File: src/rtl/brc_pkg.sv
package brc_pkg;

    localparam int DW          = 32;
    localparam int OFS_REV     = 'h00;
    localparam int OFS_CFG     = 'h10;
    localparam int OFS_STAT    = 'h14;
    localparam int OFS_TIM     = 'h18;
    localparam int SRST_BIT    = 1;

    typedef enum logic [1:0] {
        IDLE_FORCE      = 2'd0,
        IDLE_NEVER      = 2'd1,
        IDLE_SMART      = 2'd2,
        IDLE_SMART_WAKE = 2'd3
    } idle_mode_e;

    typedef struct packed {
        idle_mode_e mode;
        logic       autoidle;
    } cfg_t;

    typedef struct packed {
        logic [2:0] div;
        logic [2:0] sync1;
        logic [3:0] sync2;
    } timing_t;

    localparam cfg_t    CFG_DEFAULT = '{mode: IDLE_SMART, autoidle: 1'b1};
    localparam timing_t TIM_DEFAULT = '{div: 3'd0, sync1: 3'd0, sync2: 4'd1};

    function automatic logic [DW-1:0] cfg_word(input cfg_t c);
        return {{(DW-5){1'b0}}, c.mode, 2'b00, c.autoidle};
    endfunction

    function automatic logic [DW-1:0] tim_word(input timing_t t);
        return {{(DW-10){1'b0}}, t};
    endfunction

    // Raw acknowledge decision for one mode, before soft-reset blocking.
    function automatic logic idle_grant(input idle_mode_e m, input logic req,
                                        input logic active);
        logic g;
        unique case (m)
            IDLE_FORCE: g = req;
            IDLE_NEVER: g = 1'b0;
            default:    g = req & ~active;
        endcase
        return g;
    endfunction

endpackage

File: src/rtl/brc_regfile.sv
module brc_regfile
    import brc_pkg::*;
#(
    parameter int          ADDR_W    = 8,
    parameter logic [31:0] REV_ID    = 32'h0001_0203,
    parameter int          SYNC2_MIN = 6
) (
    input  logic              clk,
    input  logic              rst,
    input  logic              bus_sel,
    input  logic              bus_wr,
    input  logic [ADDR_W-1:0] bus_addr,
    input  logic [DW-1:0]     bus_wdata,
    input  logic              srst_busy,
    input  logic              rst_done,
    output logic [DW-1:0]     bus_rdata,
    output cfg_t              cfg_q,
    output timing_t           tim_q,
    output logic              srst_start,
    output logic              sync_err
);

    localparam logic [ADDR_W-1:0] A_REV  = ADDR_W'(OFS_REV);
    localparam logic [ADDR_W-1:0] A_CFG  = ADDR_W'(OFS_CFG);
    localparam logic [ADDR_W-1:0] A_STAT = ADDR_W'(OFS_STAT);
    localparam logic [ADDR_W-1:0] A_TIM  = ADDR_W'(OFS_TIM);

    logic wr_ok, cfg_hit, tim_hit, sync2_low;
    logic unused_wdata;

    assign wr_ok      = bus_sel & bus_wr & ~srst_busy;
    assign cfg_hit    = wr_ok && (bus_addr == A_CFG);
    assign tim_hit    = wr_ok && (bus_addr == A_TIM);
    assign srst_start = cfg_hit & bus_wdata[SRST_BIT];
    assign sync2_low  = bus_wdata[3:0] < 4'(SYNC2_MIN);
    assign unused_wdata = ^{bus_wdata[DW-1:10], bus_wdata[2]};

    always_ff @(posedge clk) begin
        if (rst) begin
            cfg_q    <= CFG_DEFAULT;
            tim_q    <= TIM_DEFAULT;
            sync_err <= 1'b0;
        end else if (srst_start) begin
            cfg_q <= CFG_DEFAULT;
            tim_q <= TIM_DEFAULT;
        end else begin
            if (cfg_hit) begin
                cfg_q.mode     <= idle_mode_e'(bus_wdata[4:3]);
                cfg_q.autoidle <= bus_wdata[0];
            end
            if (tim_hit) begin
                tim_q.sync1 <= bus_wdata[6:4];
                tim_q.sync2 <= bus_wdata[3:0];
                if (sync2_low) sync_err <= 1'b1;
            end
        end
    end

    always_comb begin
        bus_rdata = '0;
        if (bus_sel && !bus_wr) begin
            unique case (bus_addr)
                A_REV:   bus_rdata = REV_ID;
                A_CFG:   bus_rdata = cfg_word(cfg_q);
                A_STAT:  bus_rdata = {{(DW-1){1'b0}}, rst_done};
                A_TIM:   bus_rdata = tim_word(tim_q);
                default: bus_rdata = '0;
            endcase
        end
    end

endmodule

File: src/rtl/brc_srst_seq.sv
module brc_srst_seq #(
    parameter int SRST_CYCLES = 8
) (
    input  logic clk,
    input  logic rst,
    input  logic start,
    output logic busy,
    output logic done
);

    localparam int CW = $clog2(SRST_CYCLES + 1);

    logic [CW-1:0] cnt;

    assign busy = (cnt != '0);

    always_ff @(posedge clk) begin
        if (rst) begin
            cnt  <= '0;
            done <= 1'b1;
        end else if (start) begin
            cnt  <= CW'(SRST_CYCLES);
            done <= 1'b0;
        end else if (busy) begin
            cnt <= cnt - 1'b1;
            if (cnt == CW'(1)) done <= 1'b1;
        end
    end

endmodule

File: src/rtl/brc_idle_ctrl.sv
module brc_idle_ctrl
    import brc_pkg::*;
(
    input  logic       clk,
    input  logic       rst,
    input  idle_mode_e mode,
    input  logic       autoidle,
    input  logic       idle_req,
    input  logic       ext_busy,
    input  logic       bus_sel,
    input  logic       srst_start,
    input  logic       srst_busy,
    output logic       idle_ack,
    output logic       wake_req,
    output logic       iclk_en
);

    logic active, blocked, ack_d, wake_d;

    assign active  = bus_sel | ext_busy | srst_busy;
    assign blocked = srst_start | srst_busy;
    assign ack_d   = ~blocked & idle_grant(mode, idle_req, active);
    assign wake_d  = ~blocked & (mode == IDLE_SMART_WAKE) & idle_req & ext_busy;
    assign iclk_en = bus_sel | ~autoidle;

    always_ff @(posedge clk) begin
        if (rst) begin
            idle_ack <= 1'b0;
            wake_req <= 1'b0;
        end else begin
            idle_ack <= ack_d;
            wake_req <= wake_d;
        end
    end

endmodule

File: src/rtl/bridge_ctl_regs.sv
module bridge_ctl_regs
    import brc_pkg::*;
#(
    parameter int          ADDR_W      = 8,
    parameter logic [31:0] REV_ID      = 32'h0001_0203,
    parameter int          SYNC2_MIN   = 6,
    parameter int          SRST_CYCLES = 8
) (
    input  logic              clk,
    input  logic              rst,
    input  logic              bus_sel,
    input  logic              bus_wr,
    input  logic [ADDR_W-1:0] bus_addr,
    input  logic [31:0]       bus_wdata,
    output logic [31:0]       bus_rdata,
    input  logic              idle_req,
    input  logic              ext_busy,
    output logic              idle_ack,
    output logic              wake_req,
    output logic              iclk_en,
    output logic              srst_active,
    output logic              sync_err,
    output logic [2:0]        tim_div,
    output logic [2:0]        tim_sync1,
    output logic [3:0]        tim_sync2
);

    cfg_t       cfg_q;
    timing_t    tim_q;
    logic       srst_start, srst_busy, rst_done;
    logic [1:0] cfg_mode;

    assign cfg_mode    = cfg_q.mode;
    assign srst_active = srst_busy;
    assign tim_div     = tim_q.div;
    assign tim_sync1   = tim_q.sync1;
    assign tim_sync2   = tim_q.sync2;

    brc_regfile #(
        .ADDR_W(ADDR_W), .REV_ID(REV_ID), .SYNC2_MIN(SYNC2_MIN)
    ) u_regs (
        .clk(clk), .rst(rst),
        .bus_sel(bus_sel), .bus_wr(bus_wr), .bus_addr(bus_addr),
        .bus_wdata(bus_wdata), .srst_busy(srst_busy), .rst_done(rst_done),
        .bus_rdata(bus_rdata), .cfg_q(cfg_q), .tim_q(tim_q),
        .srst_start(srst_start), .sync_err(sync_err)
    );

    brc_srst_seq #(.SRST_CYCLES(SRST_CYCLES)) u_srst (
        .clk(clk), .rst(rst), .start(srst_start),
        .busy(srst_busy), .done(rst_done)
    );

    brc_idle_ctrl u_idle (
        .clk(clk), .rst(rst),
        .mode(cfg_q.mode), .autoidle(cfg_q.autoidle),
        .idle_req(idle_req), .ext_busy(ext_busy), .bus_sel(bus_sel),
        .srst_start(srst_start), .srst_busy(srst_busy),
        .idle_ack(idle_ack), .wake_req(wake_req), .iclk_en(iclk_en)
    );

endmodule

File: config.mk
export PLATFORM = sky130hd
export DESIGN_NAME = bridge_ctl_regs
export DESIGN_NICKNAME = d
export VERILOG_FILES = /design/src/rtl/brc_pkg.sv /design/src/rtl/brc_regfile.sv /design/src/rtl/brc_srst_seq.sv /design/src/rtl/brc_idle_ctrl.sv /design/src/rtl/bridge_ctl_regs.sv
export SDC_FILE = /design/constraint.sdc
export NUM_CORES = 1
export LEC_CHECK = 0
export ABC_AREA = 1
export BUFFER_PORTS_ARGS = -buffer_cell sky130_fd_sc_hd__buf_4
export CORE_MARGIN = 2
export CORE_UTILIZATION = 38
export DETAILED_ROUTE_END_ITERATION = 16
export HOLD_SLACK_MARGIN = 0.02
export PLACE_DENSITY_LB_ADDON = 0.05
export SLEW_MARGIN = 30
export SYNTH_ARGS = -nofsm -noshare
export SYNTH_HDL_FRONTEND = slang
export SYNTH_HIERARCHICAL = 1
export SYNTH_SLANG_ARGS = --single-unit
File: constraint.sdc
create_clock -name clk -period 1.5 [get_ports clk]
set_input_delay 0.3 -clock clk [delete_from_list [all_inputs] [get_ports clk]]
set_output_delay 0.3 -clock clk [all_outputs]
set_load 0.005 [all_outputs]
==> results of run 1 <==
-- worst paths after layout --
kind              slack [ps]         endpoint             from  cells after the start
setup / recovery         -40     bus_rdata[1]      bus_addr[7]                     10
hold / removal           250    u_srst/cnt[3]              rst                      2
setup reg to reg         120    u_srst/cnt[1]    u_srst/cnt[0]                      9
hold reg to reg          460  u_regs/sync_err  u_regs/sync_err                      2
-- area by class of cell --
class                   instances  area share
clock buffers                   4      0.0270
repair buffers                 61       0.259
inverters                      28      0.0551
multi-input cells             153       0.452
flip-flops and latches         18       0.178
well taps                      48      0.0294
-- metrics by stage --
step	setup slack, ps	hold slack (ps)	util	instances
2_1_floorplan	16.4	362	-	228
3_3_place_gp	-102	443	0.498	303
3_5_place_dp	-105	444	0.498	303
4_1_cts	-49.5	247	0.534	308
5_1_grt	-114	247	0.558	312
6_report	-38.6	248	0.558	312
-- worst register-to-register path, cell delays in order, from the launching register on --
cell and delay, ps:
dfxtp_2 360, inv_2 60, ha_4 160, nand2_4 70
nor2_4 50, nand3_4 80, inv_1 50, inv_1 110
nand2_1 140, a211oi_2 210
-- state kept, by name, indices dropped and copies added (netlist names) --
register / count
u_idle/idle_ack: 1
u_regs/cfg_q: 3
u_srst/cnt: 4
u_idle/wake_req: 1
u_regs/sync_err: 1
u_srst/done: 1
u_regs/tim_q: 7
-- cell usage in the layout, fill, tap and decap left out, drive strengths merged --
master / Yosys / final
buf: 29 / 61
nand2: 49 / 49
nor2: 35 / 35
inv: 28 / 28
conb: 1 / 26
nand3: 20 / 20
dfxtp: 18 / 18
a21oi: 12 / 12
clkbuf: 0 / 4
nand4: 3 / 3
ha: 3 / 3
nor3: 2 / 2
a211oi: 1 / 1
o21ai: 1 / 1
xnor2: 1 / 1
-- per-layer routing --
layer / vias up / wire (µm)
li1: 699 / -
met1: 569 / 1430
met2: 48 / 1470
met3: 4 / 185
met4: 0 / 41
met5: - / 0
-- power by group through the flow --
| stage | Combinational [µW] | Clock, µW | Sequential, µW |
|---|---|---|---|
| final | 977 | 409 | 593 |
| after global routing | 1080 | 446 | 603 |
| after CTS | 869 | 425 | 593 |
| after detailed placement | 799 | 0 | 595 |
| after global placement | 788 | 0 | 596 |
| after floorplan | 604 | 0 | 586 |
-- what timing repair did --
action / 4_1_cts / 5_1_grt
pin swaps: 12 / 9
resized for setup: 19 / 18
buffers inserted: 1 / 4
endpoints found under the hold margin: 0 / 0
endpoints found under the setup margin: 10 / 12
-- logic make-up (layout without fill, tap and decap cells) --
kind of cell	after synthesis	count (layout)	synth area share
DFF	18	18	0.250
AOI/OAI and AO/OA	14	14	0.0669
and+or+nand+nor	109	109	0.414
other	1	26	0.00260
xor gates and xnor gates	1	1	0.00608
adders and majority gates	3	3	0.0261
buffers and inverters	57	93	0.235
==> out/qor.csv, run 1 <==
metric,value,unit
Critical Path RT,1200,ps
DR DRC count,0,
period utilisation layout,1.03,
switching power,720,µW
Clock Tree Buf Depth,2,
CTS Sinks,18,
gr usage total,0.156,
final setup fails,7,
DRT Pass-1 Iters,4,
async set or reset register ratio after synthesis,0,
RSZ-0062 raised after global routing,true,
clock share of power,0.206,
crit path max-delay cell type,nor2_8,
Seq pwr share,0.300,
Initial Utilization,0.393,
Main synth FF type,dfxtp_1,
most common cell in the synthesized netlist,nand2_1,
clock skew,3.47,ps
vias in the first global route,1199,
number of I/O port buffers,41,
Slowest Stage Delay on Critical Path,130,ps
share of the synthesized area in the top cell type,0.250,
pin count of the biggest net entering global routing,11,
Worst setup SP type,input port,
hold buffer count at cts,0,
Post-Syn Area,1440,µm²
CP arrival,1240,ps
# fillers,358,
"top cells by area, synth","dfxtp_1 25%, buf_4 15%, nand2_1 11%",
multi-input combinational cell area,922,µm²
"Seq/Total Area, Yosys",0.250,
Vias,1320,
met3 usage,0.0188,
Crit path max-delay family,simple AND/OR/NAND/NOR gates,
synth warn,6,
outcome,"complete, but fails checks",
Total Nets Final,314,
Die W,65.6,µm
Setup TNS,-138,ps
post-route ant nets,0,
clk root buf,clkbuf_8,
Seq cells post-synth,18,
initial antenna violation count,0,
pwr/cell area,969,nW/µm²
first-pass GRT wire length,5260,µm
Comb pwr share,0.494,
Fmax achieved,650,MHz
"Avg Cell Area, Syn",7.09,µm²
Clock Latency Late Sink,260,ps
FP Rows,22,
CTS Buf Count,3,
met2 usage in global routing,0.255,
DP HPWL,2470,µm
post-synth top area cell,dfxtp_1,
P_int,1260,µW
violated checks,setup timing,
library cells used by synthesis,26,
I/O pin cnt,93,
share of cells above drive strength 1,0.451,
critical path type,in2out,
"Reg clk slew, reported paths",70,ps
final WL,3130,µm
register area,363,µm²
busiest grt layer,met2,
MaxCap Viol Count,0,
Hold Crit Class,in2reg,
Antenna Cells,0,
Max Slew Vio Count,0,
minimum clock period,1540,ps
DR vias/cell,4.23,
Layout area overhead,41.8,%
placed standard-cell area,1820,µm²
switching share of total power,0.364,
Post-synth top cells,"41 x nand2_1, 28 x buf_4, 25 x nor2_1",
Static Leak,0.00104,µW
met1 Use GR,0.212,
Post-Synthesis Cells,203,
core area,3660,µm²
DIE AREA,4300,µm²
CTS H-tree depth,1,
crit path max fanout,6,
GP Congestion,0.804,
total power,1980,µW
CTS tree,built,
"EDFF count, synth",0,
Worst Setup End Kind,output port,
WL/cell,10.0,µm
peak supply drop,0.000613,V
Die H,65.6,µm
worst setup margin,-38.6,ps
worst path buffer plus inverter count,4,
initial DRC count,32,
final instance area,2040,µm²
CP Cell Sequence,buf_4 -> nor2_4 -> nand2_4 -> nor2_8 -> buf_12 -> nand2_4 -> nand2_2 -> inv_2 -> nor2_2 -> buf_4,
Final Hold Viols,0,
grt ovf,0,
Note: power is estimated with default switching activity, not from simulation.
==> run 2: changes to the inputs <==
- CORE_UTILIZATION: 38 -> 46
- GPL_ROUTABILITY_DRIVEN: not set -> 0
- clock period: 1.5 -> 1.8 ns (I/O delays scaled with it)
==> out/qor.csv, run 2 (same netlist as run 1, synthesis figures left out) <==
metric,value,unit
worst setup margin,104,ps
CTS tree,built,
Vias,1259,
top flop regs,"u_regs/tim_q (7), u_srst/cnt (4), u_regs/cfg_q (3)",
share of cells above drive strength 1,0.357,
pin count of the biggest net entering global routing,11,
DR DRC count,0,
crit path max fanout,9,
minimum clock period,1700,ps
CTS Sinks,18,
Worst setup SP type,register,
Comb pwr share,0.451,
switching power,536,µW
core area,3000,µm²
clock skew,8.18,ps
final WL,2890,µm
CP arrival,1340,ps
Initial Utilization,0.480,
Worst Min Path Start,rst,
Slowest Stage Delay on Critical Path,380,ps
FP Rows,20,
clock share of power,0.188,
total power,1350,µW
vias in the first global route,1062,
number of I/O port buffers,41,
Place WS,58.4,ps
MaxCap Viol Count,0,
DP HPWL,2280,µm
final setup fails,0,
Layout area overhead,23.5,%
Hold Crit Class,in2reg,
Reg-to-Reg Start,u_srst/cnt[0],
clk root buf,clkbuf_4,
gr usage total,0.162,
Worst Setup End Kind,output port,
peak supply drop,0.000471,V
Static Leak,0.000896,µW
switching share of total power,0.398,
crit path from,u_srst/cnt[0],
max FFs per register,7,
most frequent cells in the layout,"47 x buf_4, 41 x nand2_1, 26 x conb_1",
WL/cell,10.1,µm
DIE AREA,3590,µm²
P_int,811,µW
initial antenna violation count,0,
Antenna Cells,0,
metal3 WL,204,µm
DR WL met2,1270,µm
"Core Util, Final",0.593,
hold buffer count at cts,0,
worst path buffer plus inverter count,2,
RSZ-0062 raised after global routing,false,
DRT Pass-1 Iters,4,
"Reg clk slew, reported paths",100,ps
period utilisation layout,0.942,
met1 wire length,1390,µm
Critical Path RT,1440,ps
Max Slew Vio Count,0,
grt ovf,0,
Final Hold Viols,0,
Die W,60.0,µm
initial DRC count,64,
"Most flops, register",u_regs/tim_q,
"most common cell after layout, fill and taps aside",buf_4,
Total Nets Final,302,
Top Layer Used,met4,
Clock Latency Late Sink,290,ps
outcome,"complete, no violations",
Fmax achieved,590,MHz
CTS Buf Count,3,
Setup TNS,0,ps
CP Cell Sequence,inv_1 -> ha_1 -> nand2_4 -> buf_4,
Die H,60.0,µm
post-route ant nets,0,
Clock Tree Buf Depth,2,
pwr/cell area,757,nW/µm²
Crit path max-delay family,flip-flops,
Seq pwr share,0.361,
crit path max-delay cell type,dfxtp_1,
CTS H-tree depth,1,
I/O pin cnt,93,
critical path type,reg2out,
first-pass GRT wire length,4510,µm
DR vias/cell,4.42,
## run 2: cell types whose count changed in the layout (fill, tap and decap cells not counted), sizes merged
cell  change
buf      -12
## run 2: layout make-up
class,count,area (µm²)
Fill cell,299,1220
Sequential cell,18,360
Multi-Input combinational cell,153,841
Tap cell,33,41.3
Inverter,28,108
Timing Repair Buffer,49,393
Clock buffer,4,36.3
## run 2: power by group through the flow
stage,Clock [µW],Combinational [µW],Sequential (µW)
3_5_place_dp,0,607,496
3_3_place_gp,0,601,495
6_report,254,607,486
5_1_grt,285,680,492
2_1_floorplan,0,500,488
4_1_cts,271,609,487
## run 2: final timing paths
path | to | slack, ps | cells past startpoint
setup / recovery | srst_active | 100 | 4
hold / removal | u_srst/cnt[3] | 270 | 2
setup reg to reg | u_srst/cnt[1] | 180 | 9
hold reg to reg | u_regs/sync_err | 460 | 2
## run 2: worst register-to-register path, stage by stage (launching register included)
cell,delay (ps)
dfxtp_1,380
inv_1,110
ha_1,260
nand2_4,160
nor2_4,80
nand3_4,80
inv_1,60
inv_1,90
nand2_1,120
a211oi_2,200
## run 2: per-stage QoR
stage | instance area (µm²) | hold WS, ps | std cells
after floorplan | 1530 | 422 | 228
after global placement | 1700 | 446 | 279
after detailed placement | 1700 | 445 | 279
after CTS | 1730 | 252 | 283
after global routing | 1780 | 251 | 285
final | 1780 | 274 | 285
## run 2: per-layer routing
metal  track usage  vias to the layer above
li1              -                      672
met1         0.223                      538
met2         0.262                       47
met3        0.0173                        2
met4        0.0571                        0
met5             0                        -
## run 2: what timing repair did
item	in CTS	in global routing
resized for setup	0	1
buffers inserted	0	2
endpoints found under the setup margin	0	5
==> run 3: changes to the inputs <==
- BUFFER_PORTS_ARGS: -buffer_cell sky130_fd_sc_hd__buf_4 -> -buffer_cell sky130_fd_sc_hd__buf_2
==> out/qor.csv, run 3 (same netlist as run 1, synthesis figures left out) <==
metric,value,unit
CTS tree,built,
final WL,2770,µm
core area,3000,µm²
Max Slew Vio Count,0,
clk root buf,clkbuf_4,
pwr/cell area,815,nW/µm²
crit path max-delay cell type,nor2_4,
Die W,60.0,µm
crit path max fanout,6,
grt ovf,0,
Hold Crit Class,in2reg,
DIE AREA,3590,µm²
worst setup margin,68.7,ps
DP HPWL,2250,µm
DR vias/cell,4.36,
final instance count without filler cells,284,
number of I/O port buffers,41,
initial DRC count,35,
peak supply drop,0.000545,V
Clock Latency Late Sink,290,ps
DRT Pass-1 Iters,4,
Top Layer Used,met4,
P_int,831,µW
top flop regs,"u_regs/tim_q (7), u_srst/cnt (4), u_regs/cfg_q (3)",
clock skew,2.98,ps
WL/cell,9.77,µm
Slowest Stage Delay on Critical Path,180,ps
Place WS,39.3,ps
minimum clock period,1730,ps
period utilisation layout,0.962,
final setup fails,0,
Final Hold Viols,0,
Antenna Cells,0,
clock share of power,0.185,
MaxCap Viol Count,0,
post-route ant nets,0,
FP Rows,20,
DR WL met2,1150,µm
hold path cells,3,
Seq pwr share,0.356,
worst path buffer plus inverter count,2,
Vias,1237,
Inst Count DP,278,
CTS Sinks,18,
Critical Path RT,1440,ps
Fmax achieved,578,MHz
metal3 WL,167,µm
"Core Util, Final",0.559,
I/O pin cnt,93,
Initial Utilization,0.480,
vias in the first global route,1026,
switching share of total power,0.393,
critical path type,in2out,
switching power,538,µW
CP arrival,1370,ps
FF-to-FF path depth,9,
Setup TNS,0,ps
Worst setup SP type,input port,
Die H,60.0,µm
initial antenna violation count,0,
share of cells above drive strength 1,0.375,
gr usage total,0.160,
Critical Path Stages,9,
hold buffer count at cts,0,
Crit path max-delay family,simple AND/OR/NAND/NOR gates,
"Most flops, register",u_regs/tim_q,
CTS H-tree depth,1,
# fillers,324,
outcome,"complete, no violations",
CP Cell Sequence,buf_2 -> nor2_4 -> nand2_4 -> nor2_4 -> nor2_1 -> nand2_1 -> nand2_4 -> nor2_2 -> buf_2,
met1 wire length,1440,µm
DR DRC count,0,
CTS Buf Count,3,
most frequent cells in the layout,"41 x buf_2, 41 x nand2_1, 26 x conb_1",
"Reg clk slew, reported paths",110,ps
Layout area overhead,16.6,%
max FFs per register,7,
Worst Setup End Kind,output port,
Static Leak,0.000883,µW
Clock Tree Buf Depth,2,
Total Nets Final,301,
pin count of the biggest net entering global routing,11,
first-pass GRT wire length,4390,µm
Comb pwr share,0.459,
run 3: cell type report:
cell class / count / area, µm² / share of cell area
multi-input cells: 153 / 858 / 0.511
well taps: 33 / 41.3 / 0.0246
clock buffers: 4 / 36.3 / 0.0216
inverters: 28 / 108 / 0.0641
flip-flops and latches: 18 / 362 / 0.215
repair buffers: 48 / 274 / 0.163
run 3: timing repair:
action	in CTS	in global routing
endpoints found under the setup margin	1	7
resized for setup	1	7
pin swaps	0	3
setup buffers	0	2
hold endpoints to repair	0	0
run 3: final timing paths:
kind,start,end,slack [ps]
worst max-delay path,bus_addr[7],bus_rdata[4],70
worst min-delay path,ext_busy,u_idle/wake_req,300
worst max register to register,u_srst/cnt[0],u_srst/cnt[1],210
worst min register to register,u_regs/sync_err,u_regs/sync_err,460
run 3: per-stage QoR:
| stage | instance area (µm²) | power (µW) | hold WS (ps) |
|---|---|---|---|
| 6_report | 1680 | 1370 | 301 |
| 4_1_cts | 1630 | 1370 | 286 |
| 2_1_floorplan | 1530 | 988 | 422 |
| 3_3_place_gp | 1590 | 1100 | 442 |
| 3_5_place_dp | 1590 | 1110 | 442 |
| 5_1_grt | 1680 | 1490 | 278 |
run 3: power by group through the flow:
stage	clock, µW	combinational (µW)	sequential (µW)
finish	253	628	488
detailed placement	0	611	496
global placement	0	605	497
global route	290	706	496
floorplan	0	500	488
CTS	266	612	489
run 3: per-layer routing:
metal | vias to the layer above | GRT usage
li1 | 675 | -
met2 | 43 | 0.239
met5 | - | 0
met4 | 0 | 0.0667
met3 | 2 | 0.0216
met1 | 517 | 0.228
run 3: worst reg2reg max path: cells and delay by family, from the launching register on:
family | cells | cell delay [ps]
adder cells (fa/ha/maj) | 1 | 230
AO/OA/AOI/OAI | 1 | 70
AND/OR/NAND/NOR | 4 | 530
flip-flops | 1 | 350
buffers and inverters | 3 | 320
